### config.mk
export PLATFORM = sky130hd
export DESIGN_NAME = subword_mac
export DESIGN_NICKNAME = d
export VERILOG_FILES = /design/src/rtl/smac_pkg.sv /design/src/rtl/smac_lane.sv /design/src/rtl/smac_arith.sv /design/src/rtl/subword_mac.sv
export SDC_FILE = /design/constraint.sdc
export NUM_CORES = 1
export LEC_CHECK = 0
export ABC_CLOCK_PERIOD_IN_PS = 17400
export BUFFER_PORTS_ARGS = -buffer_cell sky130_fd_sc_hd__buf_2
export CAP_MARGIN = 20
export CELL_PAD_IN_SITES_DETAIL_PLACEMENT = 0
export CELL_PAD_IN_SITES_GLOBAL_PLACEMENT = 1
export CORE_ASPECT_RATIO = 0.6
export CORE_MARGIN = 8
export CORE_UTILIZATION = 35
export DETAILED_ROUTE_END_ITERATION = 10
export PLACE_DENSITY = 0.71
export SKIP_CTS_REPAIR_TIMING = 1
export SLEW_MARGIN = 10
export SYNTH_ARGS = -nofsm -noshare
export SYNTH_HDL_FRONTEND = slang
export SYNTH_SLANG_ARGS = --single-unit
export TNS_END_PERCENT = 30
### constraint.sdc
create_clock -name clk -period 17.4 [get_ports clk]
set_clock_uncertainty 0.2 [all_clocks]
set_input_delay 3.48 -clock clk [delete_from_list [all_inputs] [get_ports clk]]
set_output_delay 3.48 -clock clk [all_outputs]
set_load 0.01 [all_outputs]
### src/rtl/smac_pkg.sv
// Package: shared encodings for the sub-word multiply-add unit.
// Assumes: the halfword type and shift codes are 2 bits wide.
package smac_pkg;

    // Halfword type codes used when a factor is a halfword.
    typedef enum logic [1:0] {
        HT_LOW  = 2'd0,
        HT_HIGH = 2'd1,
        HT_WIDE = 2'd2,
        HT_BAD  = 2'd3
    } half_type_e;

    // Post-add shift selection codes.
    typedef enum logic [1:0] {
        SH_NONE  = 2'd0,
        SH_SHORT = 2'd1,
        SH_LONG  = 2'd2,
        SH_SPARE = 2'd3
    } shift_code_e;

endpackage

### src/rtl/smac_lane.sv
// Module: smac_lane
// Picks one factor out of a source word, as a byte lane or a halfword,
// and extends it to LANE_W bits. It reports the unsupported full-word
// type and the illegal type separately.
// Assumes: DATA_W holds exactly four bytes, so a 2-bit index covers all lanes.
module smac_lane
    import smac_pkg::*;
#(
    parameter int unsigned DATA_W = 32,
    parameter int unsigned LANE_W = 17
) (
    input  logic [DATA_W-1:0]        src,
    input  logic                     is_signed,
    input  logic                     use_half,
    input  logic [1:0]               sel,
    output logic signed [LANE_W-1:0] value,
    output logic                     unsupported,
    output logic                     illegal
);
    localparam int unsigned BYTE_W = 8;
    localparam int unsigned NBYTES = DATA_W / BYTE_W;
    localparam int unsigned HALF_W = DATA_W / 2;

    logic [BYTE_W-1:0] byte_lane [NBYTES];
    logic [HALF_W-1:0] half_lo;
    logic [HALF_W-1:0] half_hi;
    logic [BYTE_W-1:0] byte_pick;
    logic [HALF_W-1:0] half_pick;

    // Split the source word into its byte lanes.
    for (genvar g = 0; g < NBYTES; g++) begin : g_bytes
        assign byte_lane[g] = src[g*BYTE_W +: BYTE_W];
    end

    assign half_lo   = src[HALF_W-1:0];
    assign half_hi   = src[DATA_W-1:HALF_W];
    assign byte_pick = byte_lane[sel];

    // Select the halfword and decode the two unusable type codes.
    always_comb begin
        half_pick   = '0;
        unsupported = 1'b0;
        illegal     = 1'b0;
        if (use_half) begin
            case (half_type_e'(sel))
                HT_LOW:  half_pick   = half_lo;
                HT_HIGH: half_pick   = half_hi;
                HT_WIDE: unsupported = 1'b1;
                default: illegal     = 1'b1;
            endcase
        end
    end

    // Extend the chosen field to the common factor width.
    always_comb begin
        if (use_half) begin
            value = {{(LANE_W-HALF_W){is_signed & half_pick[HALF_W-1]}}, half_pick};
        end else begin
            value = {{(LANE_W-BYTE_W){is_signed & byte_pick[BYTE_W-1]}}, byte_pick};
        end
    end

endmodule

### src/rtl/smac_arith.sv
// Module: smac_arith
// Multiplies two extended factors, adds the extended addend, applies the
// selected right shift, then clamps or truncates to DATA_W bits.
// Assumes: ACC_W is wide enough that product plus addend cannot overflow.
module smac_arith
    import smac_pkg::*;
#(
    parameter int unsigned DATA_W      = 32,
    parameter int unsigned LANE_W      = 17,
    parameter int unsigned ACC_W       = 50,
    parameter int unsigned SHIFT_SHORT = 7,
    parameter int unsigned SHIFT_LONG  = 15
) (
    input  logic signed [LANE_W-1:0] op_a,
    input  logic signed [LANE_W-1:0] op_b,
    input  logic [DATA_W-1:0]        addend,
    input  logic                     res_signed,
    input  logic [1:0]               shift_sel,
    input  logic                     sat_en,
    output logic [DATA_W-1:0]        out
);
    localparam logic signed [ACC_W-1:0] S_MAX =
        {{(ACC_W-DATA_W+1){1'b0}}, {(DATA_W-1){1'b1}}};
    localparam logic signed [ACC_W-1:0] S_MIN =
        {{(ACC_W-DATA_W+1){1'b1}}, {(DATA_W-1){1'b0}}};
    localparam logic signed [ACC_W-1:0] U_MAX =
        {{(ACC_W-DATA_W){1'b0}}, {DATA_W{1'b1}}};

    logic signed [ACC_W-1:0] a_x;
    logic signed [ACC_W-1:0] b_x;
    logic signed [ACC_W-1:0] c_x;
    logic signed [ACC_W-1:0] prod;
    logic signed [ACC_W-1:0] sum;
    logic signed [ACC_W-1:0] shifted;
    logic signed [ACC_W-1:0] clamped;

    // Widen the factors and the addend to the accumulator width.
    always_comb begin
        a_x = {{(ACC_W-LANE_W){op_a[LANE_W-1]}}, op_a};
        b_x = {{(ACC_W-LANE_W){op_b[LANE_W-1]}}, op_b};
        c_x = {{(ACC_W-DATA_W){res_signed & addend[DATA_W-1]}}, addend};
    end

    // Multiply and accumulate at full precision.
    always_comb begin
        prod = a_x * b_x;
        sum  = prod + c_x;
    end

    // Apply the selected right shift: arithmetic if signed, logical otherwise.
    always_comb begin
        case (shift_code_e'(shift_sel))
            SH_SHORT: shifted = res_signed ? (sum >>> SHIFT_SHORT) : (sum >> SHIFT_SHORT);
            SH_LONG:  shifted = res_signed ? (sum >>> SHIFT_LONG)  : (sum >> SHIFT_LONG);
            default:  shifted = sum;
        endcase
    end

    // Clamp to the signed or unsigned 32-bit range when saturation is on.
    always_comb begin
        clamped = shifted;
        if (sat_en) begin
            if (res_signed) begin
                if (shifted > S_MAX)      clamped = S_MAX;
                else if (shifted < S_MIN) clamped = S_MIN;
            end else begin
                if (shifted > U_MAX)      clamped = U_MAX;
                else if (shifted < 0)     clamped = '0;
            end
        end
        out = clamped[DATA_W-1:0];
    end

endmodule

### src/rtl/subword_mac.sv
// Module: subword_mac (top)
// One-stage sub-word multiply-add. Inputs are captured on in_valid. The
// result, error and flags register one cycle later with out_valid.
// Assumes: the controls are already decoded, and in_valid is low during reset.
module subword_mac
    import smac_pkg::*;
#(
    parameter int unsigned DATA_W      = 32,
    parameter int unsigned IMM_W       = 16,
    parameter int unsigned SHIFT_SHORT = 7,
    parameter int unsigned SHIFT_LONG  = 15
) (
    input  logic              clk,
    input  logic              rst_n,
    input  logic              in_valid,
    input  logic [DATA_W-1:0] src_a,
    input  logic [DATA_W-1:0] src_b,
    input  logic [DATA_W-1:0] src_c,
    input  logic [IMM_W-1:0]  imm,
    input  logic              a_signed,
    input  logic              b_signed,
    input  logic              a_half,
    input  logic              b_half,
    input  logic [1:0]        a_sel,
    input  logic [1:0]        b_sel,
    input  logic              b_from_reg,
    input  logic [1:0]        shift_sel,
    input  logic              sat_en,
    input  logic              flag_en,
    output logic              out_valid,
    output logic [DATA_W-1:0] result,
    output logic              flag_zero,
    output logic              flag_neg,
    output logic              err_unsupported
);
    localparam int unsigned HALF_W = DATA_W / 2;
    localparam int unsigned LANE_W = HALF_W + 1;
    localparam int unsigned ACC_W  = DATA_W + HALF_W + 2;
    localparam int unsigned NOPS   = 2;

    logic [DATA_W-1:0]        lane_src    [NOPS];
    logic                     lane_signed [NOPS];
    logic                     lane_half   [NOPS];
    logic [1:0]               lane_sel    [NOPS];
    logic signed [LANE_W-1:0] lane_val    [NOPS];
    logic                     lane_unsup  [NOPS];
    logic                     lane_bad    [NOPS];

    logic signed [LANE_W-1:0] imm_val;
    logic signed [LANE_W-1:0] op_b;
    logic                     b_unsup;
    logic                     b_bad;
    logic                     res_signed;
    logic                     force_zero;
    logic                     err_next;
    logic [DATA_W-1:0]        core_out;
    logic [DATA_W-1:0]        next_result;

    assign lane_src[0]    = src_a;
    assign lane_src[1]    = src_b;
    assign lane_signed[0] = a_signed;
    assign lane_signed[1] = b_signed;
    assign lane_half[0]   = a_half;
    assign lane_half[1]   = b_half;
    assign lane_sel[0]    = a_sel;
    assign lane_sel[1]    = b_sel;

    // One lane picker per factor.
    for (genvar g = 0; g < NOPS; g++) begin : g_lane
        smac_lane #(.DATA_W(DATA_W), .LANE_W(LANE_W)) u_lane (
            .src        (lane_src[g]),
            .is_signed  (lane_signed[g]),
            .use_half   (lane_half[g]),
            .sel        (lane_sel[g]),
            .value      (lane_val[g]),
            .unsupported(lane_unsup[g]),
            .illegal    (lane_bad[g])
        );
    end

    // Choose factor b and mask the lane status when the immediate is used.
    always_comb begin
        imm_val    = {{(LANE_W-IMM_W){b_signed & imm[IMM_W-1]}}, imm};
        op_b       = b_from_reg ? lane_val[1] : imm_val;
        b_unsup    = b_from_reg & lane_unsup[1];
        b_bad      = b_from_reg & lane_bad[1];
        res_signed = a_signed | b_signed;
        err_next   = lane_unsup[0] | b_unsup;
        force_zero = err_next | lane_bad[0] | b_bad;
    end

    smac_arith #(
        .DATA_W     (DATA_W),
        .LANE_W     (LANE_W),
        .ACC_W      (ACC_W),
        .SHIFT_SHORT(SHIFT_SHORT),
        .SHIFT_LONG (SHIFT_LONG)
    ) u_arith (
        .op_a      (lane_val[0]),
        .op_b      (op_b),
        .addend    (src_c),
        .res_signed(res_signed),
        .shift_sel (shift_sel),
        .sat_en    (sat_en),
        .out       (core_out)
    );

    // Zero the result for unsupported or illegal types.
    assign next_result = force_zero ? '0 : core_out;

    // Output stage: capture the result on the strobe, flags only when enabled.
    always_ff @(posedge clk) begin
        if (!rst_n) begin
            out_valid       <= 1'b0;
            result          <= '0;
            err_unsupported <= 1'b0;
            flag_zero       <= 1'b0;
            flag_neg        <= 1'b0;
        end else begin
            out_valid <= in_valid;
            if (in_valid) begin
                result          <= next_result;
                err_unsupported <= err_next;
                if (flag_en) begin
                    flag_zero <= (next_result == '0);
                    flag_neg  <= res_signed & next_result[DATA_W-1];
                end
            end
        end
    end

    // the output strobe follows the input strobe by exactly one cycle.
    assert_valid_latency_R10: assert property (@(posedge clk) disable iff (!rst_n)
        in_valid |=> out_valid) else $error("out_valid missing after in_valid");
    assert_valid_idle_R10: assert property (@(posedge clk) disable iff (!rst_n)
        !in_valid |=> !out_valid) else $error("out_valid without in_valid");
    assert_result_hold_R10: assert property (@(posedge clk) disable iff (!rst_n)
        !in_valid |=> $stable(result) && $stable(err_unsupported))
        else $error("result changed without strobe");
    // a registered error always comes with a zero result.
    assert_err_zero_R3: assert property (@(posedge clk) disable iff (!rst_n)
        err_unsupported |-> (result == '0)) else $error("error with nonzero result");
    // an illegal type on a factor in use yields zero and no error on its own.
    assert_illegal_zero_R4: assert property (@(posedge clk) disable iff (!rst_n)
        in_valid && !err_next && ((a_half && a_sel == 2'd3) ||
                                  (b_from_reg && b_half && b_sel == 2'd3))
        |=> (result == '0) && !err_unsupported) else $error("illegal type not zeroed");
    // the flags hold unless an enabled strobe arrives.
    assert_flags_hold_R9: assert property (@(posedge clk) disable iff (!rst_n)
        !(in_valid && flag_en) |=> $stable(flag_zero) && $stable(flag_neg))
        else $error("flags changed while disabled");
    assert_zero_flag_R9: assert property (@(posedge clk) disable iff (!rst_n)
        (in_valid && flag_en) |=> (flag_zero == (result == '0)))
        else $error("zero flag disagrees with result");

endmodule

* Word level (Yosys, flattened, before mapping)
Index checks and enable logic that the tools add are counted.
Widths: inputs -> output; s select.
** Storage, ports and cells
- Register bits :: 36
- Input bits :: 128
** Cells by class
- Add/subtract/negate cells :: 1
- Multipliers :: 1
- Order comparisons :: 6
- Equal/unequal tests :: 6
- Multiplexer cells :: 31
- Bitwise logic cells :: 15
- Reductions and logical operators :: 6
** Operator list (count)
- $mux 32 :: 7
- $mux 50 :: 2
- $pmux 50 s2 :: 1
- $pmux 16 s2 :: 2
- $mux 17 :: 3
- $gt 50x32->1 const B :: 1
- $gt 50x33->1 const B :: 1
- $lt 50x1->1 const B :: 1
- $lt 50x32->1 const B :: 1
- $add 34x33->35 :: 1
- $mul 17x17->34 :: 1
- $bmux 8 s2 :: 2
- $logic_not 32->1 :: 1
- $mux 16 :: 2
- $mux 8 :: 4
- $and 1x1->1 :: 9
- $mux 1 :: 8
- $eq 2x1->1 const B :: 3
- $eq 2x2->1 const B :: 3
- $ge 3x3->1 const B :: 2
- $not 2->3 :: 2
- $reduce_or 3->1 :: 2
- $logic_not 2->1 :: 2
- $or 1x1->1 :: 4
- $reduce_and 2->1 :: 1

* Longest topological paths before layout
Gate-level depths: netlist of run 1.
- Word-level depth :: 18
- Mapped depth :: 36
- Mapped depth without buffers :: 32

* By module
From an unflattened synthesis of run 1, not the netlist that was laid out.
** Unflattened totals
- Cell total of the unflattened synthesis :: 1985
- Area, all modules :: 16898.7 sq um
** Modules (own cells, without submodules)
- smac_arith :: instances 1, cells an instance 1617, area each 13874.6 sq um
- subword_mac :: instances 1, cells an instance 198, area each 1825.5 sq um
- smac_lane :: instances 2, cells an instance 85, area each 599.3 sq um

* Least setup slack after synthesis of run 1
Ideal clock, no wire load.
- Kind :: input-to-reg
- Start point :: input b_sel[0]
- End point :: register flag_zero
- Arrival :: 12656 ps
- Slack :: 4485 ps
- Stages on the path :: 35
- Buffers on the path :: 6
- Cell sequence :: clkbuf_1 > clkbuf_1 > buf_1 > mux2i_1 > o221ai_1 > o21a_1 > clkbuf_1 > nand2_1 > fa_1 > inv_1 > fa_1 > inv_1 > fa_1 > inv_1 > fa_1 > fa_1 > inv_1 > fa_1 > inv_1 > ha_1 > buf_2 > a21oi_1 > o211ai_1 > a22o_1 > o221ai_1 > o21ba_1 > and2_4 > buf_6 > o311a_1 > a221o_1 > o21ai_1 > o311ai_1 > or4_1 > nor4_1 > a31o_1
** Between the ends
- Word-level cells in the longest chain between the ends :: 18
- Elaborated cells on any way between the ends :: 40
- Those cells by class :: 1 x add/sub; 1 x mul; 4 x order compare; 2 x eq/ne; 21 x mux; 8 x bitwise; 3 x reduce/logical
** RTL lines
- start, declared :: RTL line subword_mac.sv:25 : input logic [1:0] b_sel,
- $not 2->3 (not written as such) :: RTL line smac_lane.sv:37 : assign byte_pick = byte_lane[sel];
- $bmux 8 s2 :: RTL line smac_lane.sv:37
- $mux 8 (not written as such) (2 in a row) :: RTL line smac_lane.sv:37
- $and 1x1->1 :: RTL line smac_lane.sv:59 : value = {{(LANE_W-BYTE_W){is_signed & byte_pick[BYTE_W-1]}}, byte_pick};
- $mux 17 :: RTL line smac_lane.sv:56 : if (use_half) begin
- $mux 17 :: RTL line subword_mac.sv:84 : op_b = b_from_reg ? lane_val[1] : imm_val;
- $mul 17x17->34 :: RTL line smac_arith.sv:46 : prod = a_x * b_x;
- $add 34x33->35 :: RTL line smac_arith.sv:47 : sum = prod + c_x;
- $mux 50, on equally long branches :: RTL line smac_arith.sv:54, smac_arith.sv:53
- $pmux 50 s2 :: RTL line smac_arith.sv:52 : case (shift_code_e'(shift_sel))
- $lt 50x1->1 / $lt 50x32->1 (equally long branches) :: RTL line smac_arith.sv:68, smac_arith.sv:65
- $mux 32, on equally long branches :: RTL line smac_arith.sv:68, smac_arith.sv:65
- $mux 32, on equally long branches :: RTL line smac_arith.sv:67, smac_arith.sv:64
- $mux 32 :: RTL line smac_arith.sv:63 : if (res_signed) begin
- $mux 32 :: RTL line smac_arith.sv:62 : if (sat_en) begin
- $mux 32 (*) :: RTL line subword_mac.sv:109 : assign next_result = force_zero ? '0 : core_out;
- $logic_not 32->1 (*) :: RTL line subword_mac.sv:125 : flag_zero <= (next_result == '0);
- end signal, assigned :: RTL line subword_mac.sv:125
- end, declared :: RTL line subword_mac.sv:32 : output logic flag_zero,
Every way passes the cells marked *; elsewhere a longest branch is shown, timed or not. The select of a mux whose other input is x is not followed.
A chain may end at the register's enable or synchronous reset.

* Worst setup path in the final report of run 1
Ends and elaborated chain as after synthesis.

==> flow_summary.yaml, run 1 <==
timing:
  worst_slack_ns: 3.449
  setup_viol: 0
  period_minus_slack_ns: 13.95
  post-route-period-util_pct: 80.18
  fin_tns_setup_ns: 0
  max-slew-margin-rel_pct: 22.34
  finalHoldViolCount: 0
  grt_setup_unrepaired: "no"
  worst_slew_pin_slew_ns: 1.165
  slew_viol_final: 0
  fmax_mhz: 71.68
finish:
  final_common_cell: "inv_1"
  final_cell_mix: "inv_1, fa_1, nand2_1, nor2_1, buf_2"
  final_cells: 2677
  fill_cells: 4786
  fin_util_pct: 39.11
  syn2layout_area_growth_pct: 9.842
  drive_gt1_share_pct: 11.97
  fin_nets: 2624
global_routing:
  first_global_vias: 15149
  grt_busiest_layer: "met1"
  grt_pass1_wl_um: 87780
  gr-usage-met2_pct: 29.78
  grt.overflow.total: 0
  grt_util_met1_pct: 30.13
  antenna_found_initial: 0
  grt_use_total_pct: 20.21
  grt_max_degree: 57
  met3_usage_pct: 5.354
route:
  drc: 0
  drt_iter0_drc: 1308
  drtPass1Iterations: 5
  routed_via_density: 5.279
  via_count: 14132
  antenna_left: 0
  drt-wirelength-per-cell_um: 20.56
  drt_wl_total_um: 55040
clock_network:
  ctsHtreeMaxLevel: 2
  cts.sinks: 36
  cts_tree: "built"
  clk_pin_slew_ns: 0.06
  cts-root-buf: "clkbuf_16"
  clockBufferDepth: 2
  clock_latency_ns: 0.28
  cts_buffers: 5
floorplan:
  die_height_um: 184.6
  start_util_pct: 35.61
  rows: 61
  die-area_sq_um: 54810
  io_pins: 164
  core_area_sq_um: 46560
  die_w_um: 297.0
logic_synthesis:
  synthCells: 1939
  synthFlopType: "dfxtp_1"
  synthesis.nets: 2518
  postSynthAreaPerCell_sq_um: 8.549
  async_flop_share_pct: 0
  synth_edf_count: 0
  synth_warnings: 0
  ys_ff_latch: 36
  synth_cell_types: 82
  syn-cell-area_sq_um: 16580
  ys_seq_area_share_pct: 4.347
flow_run:
  maxCapViolCount: 0
critical_path:
  critPathSlowestCell: "xnor2_1"
  cp.required_ns: 17.38
  end_kind: "register"
  crit_path_start_kind: "primary input"
  critPathMaxFanout: 25
  crit_top_cell: "fa_1"
  crit_arrival_ns: 13.93
  slowest_delay_ns: 0.68
  criticalPathCategory: "primary input to register"
place:
  dp_cells: 2666
  place.gp.congestion: 0.9452
  dp_slack_ns: 3.272
  io_buffer_count: 163
  dp_hpwl_um: 47350
min_path:
  hp-class: "register to register"
run_status:
  status: "completed"
-- kinds of logic (layout without fill, tap and decap cells) --
kind of cell	count (synthesis)	count (layout)	synth area share, %
adder cells (fa/ha/maj)	451	451	49.71
multiplexers	56	56	4.015
AND/OR/NAND/NOR	561	561	15.12
buffers and inverters	477	584	10.98
other	0	1	0
flip-flops	36	36	4.347
XOR/XNOR	40	40	2.113
AO/OA/AOI/OAI	318	318	13.71
-- worst max-delay path, delay by kind of cell --
kind / cells / cell delay [ns]
compound gates: 7 / 1.75
xor+xnor: 1 / 0.68
fa+ha+maj: 7 / 3.53
buf+inv: 8 / 1.72
mux: 1 / 0.40
simple gates: 10 / 2.35
-- through the flow --
stage               hold slack (ns)  cell area (sq um)
CTS                          0.2767              18180
global route                 0.3057              18210
finish                       0.2722              18210
global placement             0.2595              18030
detailed placement           0.2626              18030
floorplan                    0.2981              16580
-- area by class of cell --
| type | count | area [sq um] | share of cell area [%] |
|---|---|---|---|
| tap | 630 | 788.3 | 4.329 |
| antenna | 1 | 2.502 | 0.01374 |
| multi-input combinational | 1426 | 14070 | 77.25 |
| inverter | 384 | 1441 | 7.916 |
| clock inverter | 2 | 10.01 | 0.05497 |
| clock buffer | 6 | 138.9 | 0.7627 |
| timing repair buffer | 192 | 1041 | 5.717 |
| sequential | 36 | 720.7 | 3.958 |
-- final timing paths --
path / from / to / slack (ns) / cells past startpoint
max: b_sel[0] / flag_zero / 3.45 / 34
min reg2reg: result[15] / result[15] / 0.27 / 1
min: result[15] / result[15] / 0.27 / 1
max reg2reg: flag_zero / flag_zero / 16.37 / 2
-- state kept, by name (all words and copies together), names as in the netlist --
| signal | flops |
|---|---|
| err_unsupported | 1 |
| result | 32 |
| out_valid | 1 |
| flag_zero | 1 |
| flag_neg | 1 |
-- synth_stat cells (5+ instances only) --
cell / number / area share [%]
nor3_1: 10 / 0.30
and2_1: 27 / 1.0
a221oi_1: 17 / 0.90
nor4_1: 7 / 0.26
dfxtp_1: 36 / 4.3
o22ai_1: 9 / 0.34
nand4_1: 11 / 0.42
a211o_1: 5 / 0.26
clkbuf_1: 72 / 1.6
nor3b_1: 6 / 0.27
a221o_1: 8 / 0.48
nor2b_1: 24 / 0.91
nand3_1: 16 / 0.48
o21ai_1: 16 / 0.48
o211ai_1: 19 / 0.86
xnor2_1: 28 / 1.5
buf_2: 9 / 0.27
fa_1: 346 / 42
nor2_1: 175 / 4.0
a211oi_1: 7 / 0.32
a31oi_1: 5 / 0.19
mux4_2: 8 / 1.1
o21a_1: 18 / 0.82
buf_1: 9 / 0.20
o211a_1: 5 / 0.30
mux2i_1: 44 / 2.7
nand2_1: 227 / 5.1
xor2_1: 12 / 0.63
ha_1: 105 / 7.9
a21boi_0: 12 / 0.54
o22a_1: 12 / 0.63
a22oi_1: 6 / 0.27
o21bai_1: 5 / 0.23
o21ai_0: 41 / 1.2
inv_1: 383 / 8.7
a21o_1: 9 / 0.41
a21oi_1: 73 / 2.2
o221ai_1: 11 / 0.58
and3_1: 18 / 0.68
nand2b_1: 24 / 0.91
-- per-layer routing --
layer  part of all wire, %  wire length (um)
met1                    47             26030
met5                     0                 0
met3                    10              5583
met2                    41             22700
met4                   1.3               732
Power of run 1 is left out: the tool's default activity adds up to more than one toggle a clock period on the data nets, which glitch-free logic cannot reach.
==> run 2: changes to the inputs <==
--- a/config.mk
+++ b/config.mk
@@ -5,7 +5,7 @@
 export SDC_FILE = /design/constraint.sdc
 export NUM_CORES = 1
 export LEC_CHECK = 0
-export ABC_CLOCK_PERIOD_IN_PS = 17400
+export ABC_CLOCK_PERIOD_IN_PS = 13600
 export BUFFER_PORTS_ARGS = -buffer_cell sky130_fd_sc_hd__buf_2
 export CAP_MARGIN = 20
 export CELL_PAD_IN_SITES_DETAIL_PLACEMENT = 0
==> constraint.sdc (replaced) <==
create_clock -name clk -period 13.6 [get_ports clk]
set_clock_uncertainty 0.2 [all_clocks]
set_input_delay 2.72 -clock clk [delete_from_list [all_inputs] [get_ports clk]]
set_output_delay 2.72 -clock clk [all_outputs]
set_load 0.01 [all_outputs]
==> run 2 against run 1 <==
Net effect: critical path depth decreased by 2; cell area is 0.41% higher; die area stayed put; global-route usage up 0.44 points; worst hold slack improved by 0.0073 ns; utilization rose by 0.16 points; critical path type unchanged; critical endpoint unchanged.
==> flow_summary.yaml, run 2 (synthesis results as in run 1) <==
route:
  routed_via_density: 5.305
  drc: 0
  antenna_left: 0
  drt-wirelength-per-cell_um: 20.78
  via_count: 14254
  drt_iter0_drc: 1289
  drtPass1Iterations: 6
  drt_wl_total_um: 55830
floorplan:
  rows: 61
  start_util_pct: 35.61
  die-area_sq_um: 54810
  core_area_sq_um: 46560
  die_height_um: 184.6
  io_pins: 164
  die_w_um: 297.0
global_routing:
  grt_max_degree: 57
  antenna_found_initial: 2
  grt_use_total_pct: 20.65
  first_global_vias: 15248
  grt.overflow.total: 0
  grt_pass1_wl_um: 90030
clock_network:
  cts.sinks: 36
  clockBufferDepth: 2
  cts_buffers: 5
  cts_tree: "built"
  ctsHtreeMaxLevel: 2
  clk_pin_slew_ns: 0.06
  cts-root-buf: "clkbuf_16"
  clock_latency_ns: 0.28
finish:
  fin_nets: 2635
  seq_area_sq_um: 720.7
  syn2layout_area_growth_pct: 10.30
  top_register: "result"
  final_cells: 2687
  drive_gt1_share_pct: 12.30
  stdcell_area_sq_um: 18280
  diodes: 0
  final_common_cell: "inv_1"
  fill_cells: 4816
  largest_reg_flops: 32
  final_cell_mix: "inv_1, fa_1, nand2_1, nor2_1, buf_2"
  multi_input_area_sq_um: 14050
timing:
  post-route-period-util_pct: 95.61
  setup_viol: 0
  fin_tns_setup_ns: 0
  worst_slew_pin_slew_ns: 1.180
  whs_ns: 0.2795
  grt_setup_unrepaired: "no"
  finalHoldViolCount: 0
  slew_viol_final: 0
  fmax_mhz: 76.91
  max-slew-margin-rel_pct: 20.79
  period_minus_slack_ns: 13.00
min_path:
  hp-class: "register to register"
critical_path:
  reg2reg_slack_ns: 12.64
  crit_top_cell: "fa_1"
  criticalPathCategory: "primary input to register"
  crit_end: "flag_zero"
  critPathLaunch: "a_sel[1]"
  r2r_cells: 2
  slowest_delay_ns: 0.72
  crit_path_start_kind: "primary input"
  cp.required_ns: 13.62
  critPathSlowestCell: "o21ai_1"
  timing.rr.start: "flag_zero"
  crit_arrival_ns: 13.02
  end_kind: "register"
  critPathMaxFanout: 27
  reg2reg_to: "flag_zero"
place:
  dp_hpwl_um: 48690
  dpl_cell_area_sq_um: 18110
  io_buffer_count: 163
  place.gp.congestion: 0.9523
  dp_cells: 2678
run_status:
  status: "completed"
flow_run:
  maxCapViolCount: 0
run 2: through the flow:
stage,setup slack [ns],util (%)
after floorplan,1.445,-
after global placement,0.6777,38.90
after detailed placement,0.4945,38.90
after CTS,0.7613,39.26
after global routing,0.3493,39.27
final,0.5974,39.27
run 2: final cells by class:
type | instances | share of cell area (%)
flip-flops and latches | 36 | 3.942
clock inverters | 2 | 0.1916
inverters | 384 | 7.883
well taps | 630 | 4.311
multi-input cells | 1426 | 76.86
clock buffers | 6 | 0.7049
repair buffers | 203 | 6.104
run 2: how the worst min path moves through the flow:
stage                          start    endpoint  slack (ns)  depth (start not counted)
after floorplan           result[11]  result[11]        0.30                          2
after global placement     result[9]   result[9]        0.26                          1
after detailed placement  result[15]  result[15]        0.27                          1
after CTS                 result[15]  result[15]        0.28                          1
after global routing      result[15]  result[15]        0.31                          1
final                      result[5]   result[5]        0.28                          2
run 2: routing by layer:
layer | vias up | global-route usage [%] | routed length [um]
met4 | 0 | 1.881 | 478
met3 | 48 | 5.073 | 5336
li1 | 6403 | - | -
met5 | - | 0 | 0
met2 | 597 | 30.01 | 22630
met1 | 7206 | 31.64 | 27380
run 2: worst max-delay path, delay by kind of cell:
kind | cells | cell delay (ns)
adders and majority gates | 7 | 3.67
AOI/OAI and AO/OA | 11 | 3.20
and+or+nand+nor | 6 | 1.83
buffers and inverters | 6 | 1.05
xor gates and xnor gates | 1 | 0.37
muxes | 1 | 0.14
Power of run 2 is left out for the same reason.
==> run 3: changes to the inputs <==
--- a/config.mk
+++ b/config.mk
@@ -12,9 +12,10 @@
 export CELL_PAD_IN_SITES_GLOBAL_PLACEMENT = 1
 export CORE_ASPECT_RATIO = 0.6
 export CORE_MARGIN = 8
-export CORE_UTILIZATION = 35
+export CORE_UTILIZATION = 40
 export DETAILED_ROUTE_END_ITERATION = 10
-export PLACE_DENSITY = 0.71
+export HOLD_SLACK_MARGIN = 0.02
+export PLACE_DENSITY = 0.78
 export SKIP_CTS_REPAIR_TIMING = 1
 export SLEW_MARGIN = 10
 export SYNTH_ARGS = -nofsm -noshare
==> run 3 against run 2 <==
Net effect: global-route usage grew 2.4 points; first-iteration DRC count down 0.31%; highest routed layer is now met5; critical endpoint unchanged; via count increased by 0.23%; maximum frequency is 1.9% higher; worst hold slack improved by 0.00065 ns; non-clock buffer count is 9 higher; cell area shrank 0.40%; sequential share of layout area hardly changed.
==> flow_summary.yaml, run 3 (synthesis results as in run 1) <==
route:
  via_count: 14287
  routed_via_density: 5.501
  top_layer_used: "met5"
  drt-wirelength-per-cell_um: 21.13
  drtPass1Iterations: 6
  drt_wl_total_um: 54870
  dr_wl_met3_um: 6381
  drt_iter0_drc: 1285
  antenna_left: 0
  wl_met1_um: 25120
  met2_length_um: 22400
  drc: 0
floorplan:
  core_area_sq_um: 40650
  die_w_um: 278.8
  start_util_pct: 40.78
  io_pins: 164
  rows: 57
  die_height_um: 173.7
  die-area_sq_um: 48430
timing:
  slew_viol_final: 0
  worst_slack_ns: 0.8339
  max-slew-margin-rel_pct: 24.00
  setup_viol: 0
  period_minus_slack_ns: 12.77
  grt_setup_unrepaired: "no"
  post-route-period-util_pct: 93.87
  worst_slew_pin_slew_ns: 1.140
  fin_tns_setup_ns: 0
  finalHoldViolCount: 0
  fmax_mhz: 78.33
clock_network:
  clk_pin_slew_ns: 0.06
  cts-root-buf: "clkbuf_16"
  clockBufferDepth: 2
  cts_tree: "built"
  cts.sinks: 36
  clock_latency_ns: 0.28
  ctsHtreeMaxLevel: 2
  cts_buffers: 5
critical_path:
  crit_arrival_ns: 12.79
  crit_top_cell: "fa_1"
  end_kind: "register"
  crit_buf_inv: 8
  cp.required_ns: 13.62
  critPathMaxFanout: 27
  crit_path_start_kind: "primary input"
  path_delay_family: "adder cells"
  slowest_delay_ns: 0.89
  criticalPathCategory: "primary input to register"
  critPathSlowestCell: "fa_1"
global_routing:
  grt.overflow.total: 0
  grt_use_total_pct: 23.05
  first_global_vias: 15065
  antenna_found_initial: 2
  grt_pass1_wl_um: 88310
  grt_max_degree: 57
finish:
  drive_gt1_share_pct: 12.63
  final_common_cell: "inv_1"
  diodes: 0
  fill_cells: 4063
  final_cell_mix: "inv_1, fa_1, nand2_1, nor2_1, buf_2"
  syn2layout_area_growth_pct: 9.850
  largest_reg_flops: 32
  fin_nets: 2644
  top_register: "result"
run_status:
  status: "completed"
place:
  dp_hpwl_um: 47460
  io_buffer_count: 163
  place.gp.congestion: 0.9706
  dp_slack_ns: 0.5891
min_path:
  hp-class: "register to register"
flow_run:
  maxCapViolCount: 0
-- run 3: cell types whose count changed in the layout (fill, tap and decap cells not counted), sizes merged --
cell      delta
buf          +9
clkinvlp     +2
bufinv       -1
clkinv       -1
-- run 3: layout make-up --
class | count | area, sq um | area share, %
Tap cell | 531 | 664.4 | 3.648
Timing Repair Buffer | 212 | 1184 | 6.500
Clock buffer | 6 | 138.9 | 0.7627
Inverter | 384 | 1441 | 7.915
Clock inverter | 2 | 15.01 | 0.08245
Multi-Input combinational cell | 1426 | 14050 | 77.13
Sequential cell | 36 | 720.7 | 3.958
-- run 3: per-stage QoR --
| stage | hold WS (ns) | instances | instance area (sq um) | util [%] |
|---|---|---|---|---|
| after floorplan | 0.2981 | 1939 | 16580 | - |
| after global placement | 0.2610 | 2585 | 18020 | 44.32 |
| after detailed placement | 0.2667 | 2586 | 18030 | 44.36 |
| after CTS | 0.2830 | 2594 | 18190 | 44.74 |
| after global routing | 0.3012 | 2597 | 18210 | 44.80 |
| final | 0.2802 | 2597 | 18210 | 44.80 |
-- run 3: final timing paths --
check,start,end,slack [ns],cells after the start
worst max-delay path,a_sel[1],flag_zero,0.83,33
worst max register to register,result[27],result[27],12.65,2
worst min register to register,err_unsupported,err_unsupported,0.28,1
worst min-delay path,err_unsupported,err_unsupported,0.28,1
-- run 3: metal layers --
metal,up-vias,track usage [%]
met4,6,3.164
li1,6408,-
met5,-,1.230
met3,57,8.173
met1,7131,33.70
met2,685,32.93
Power of run 3 is left out for the same reason.
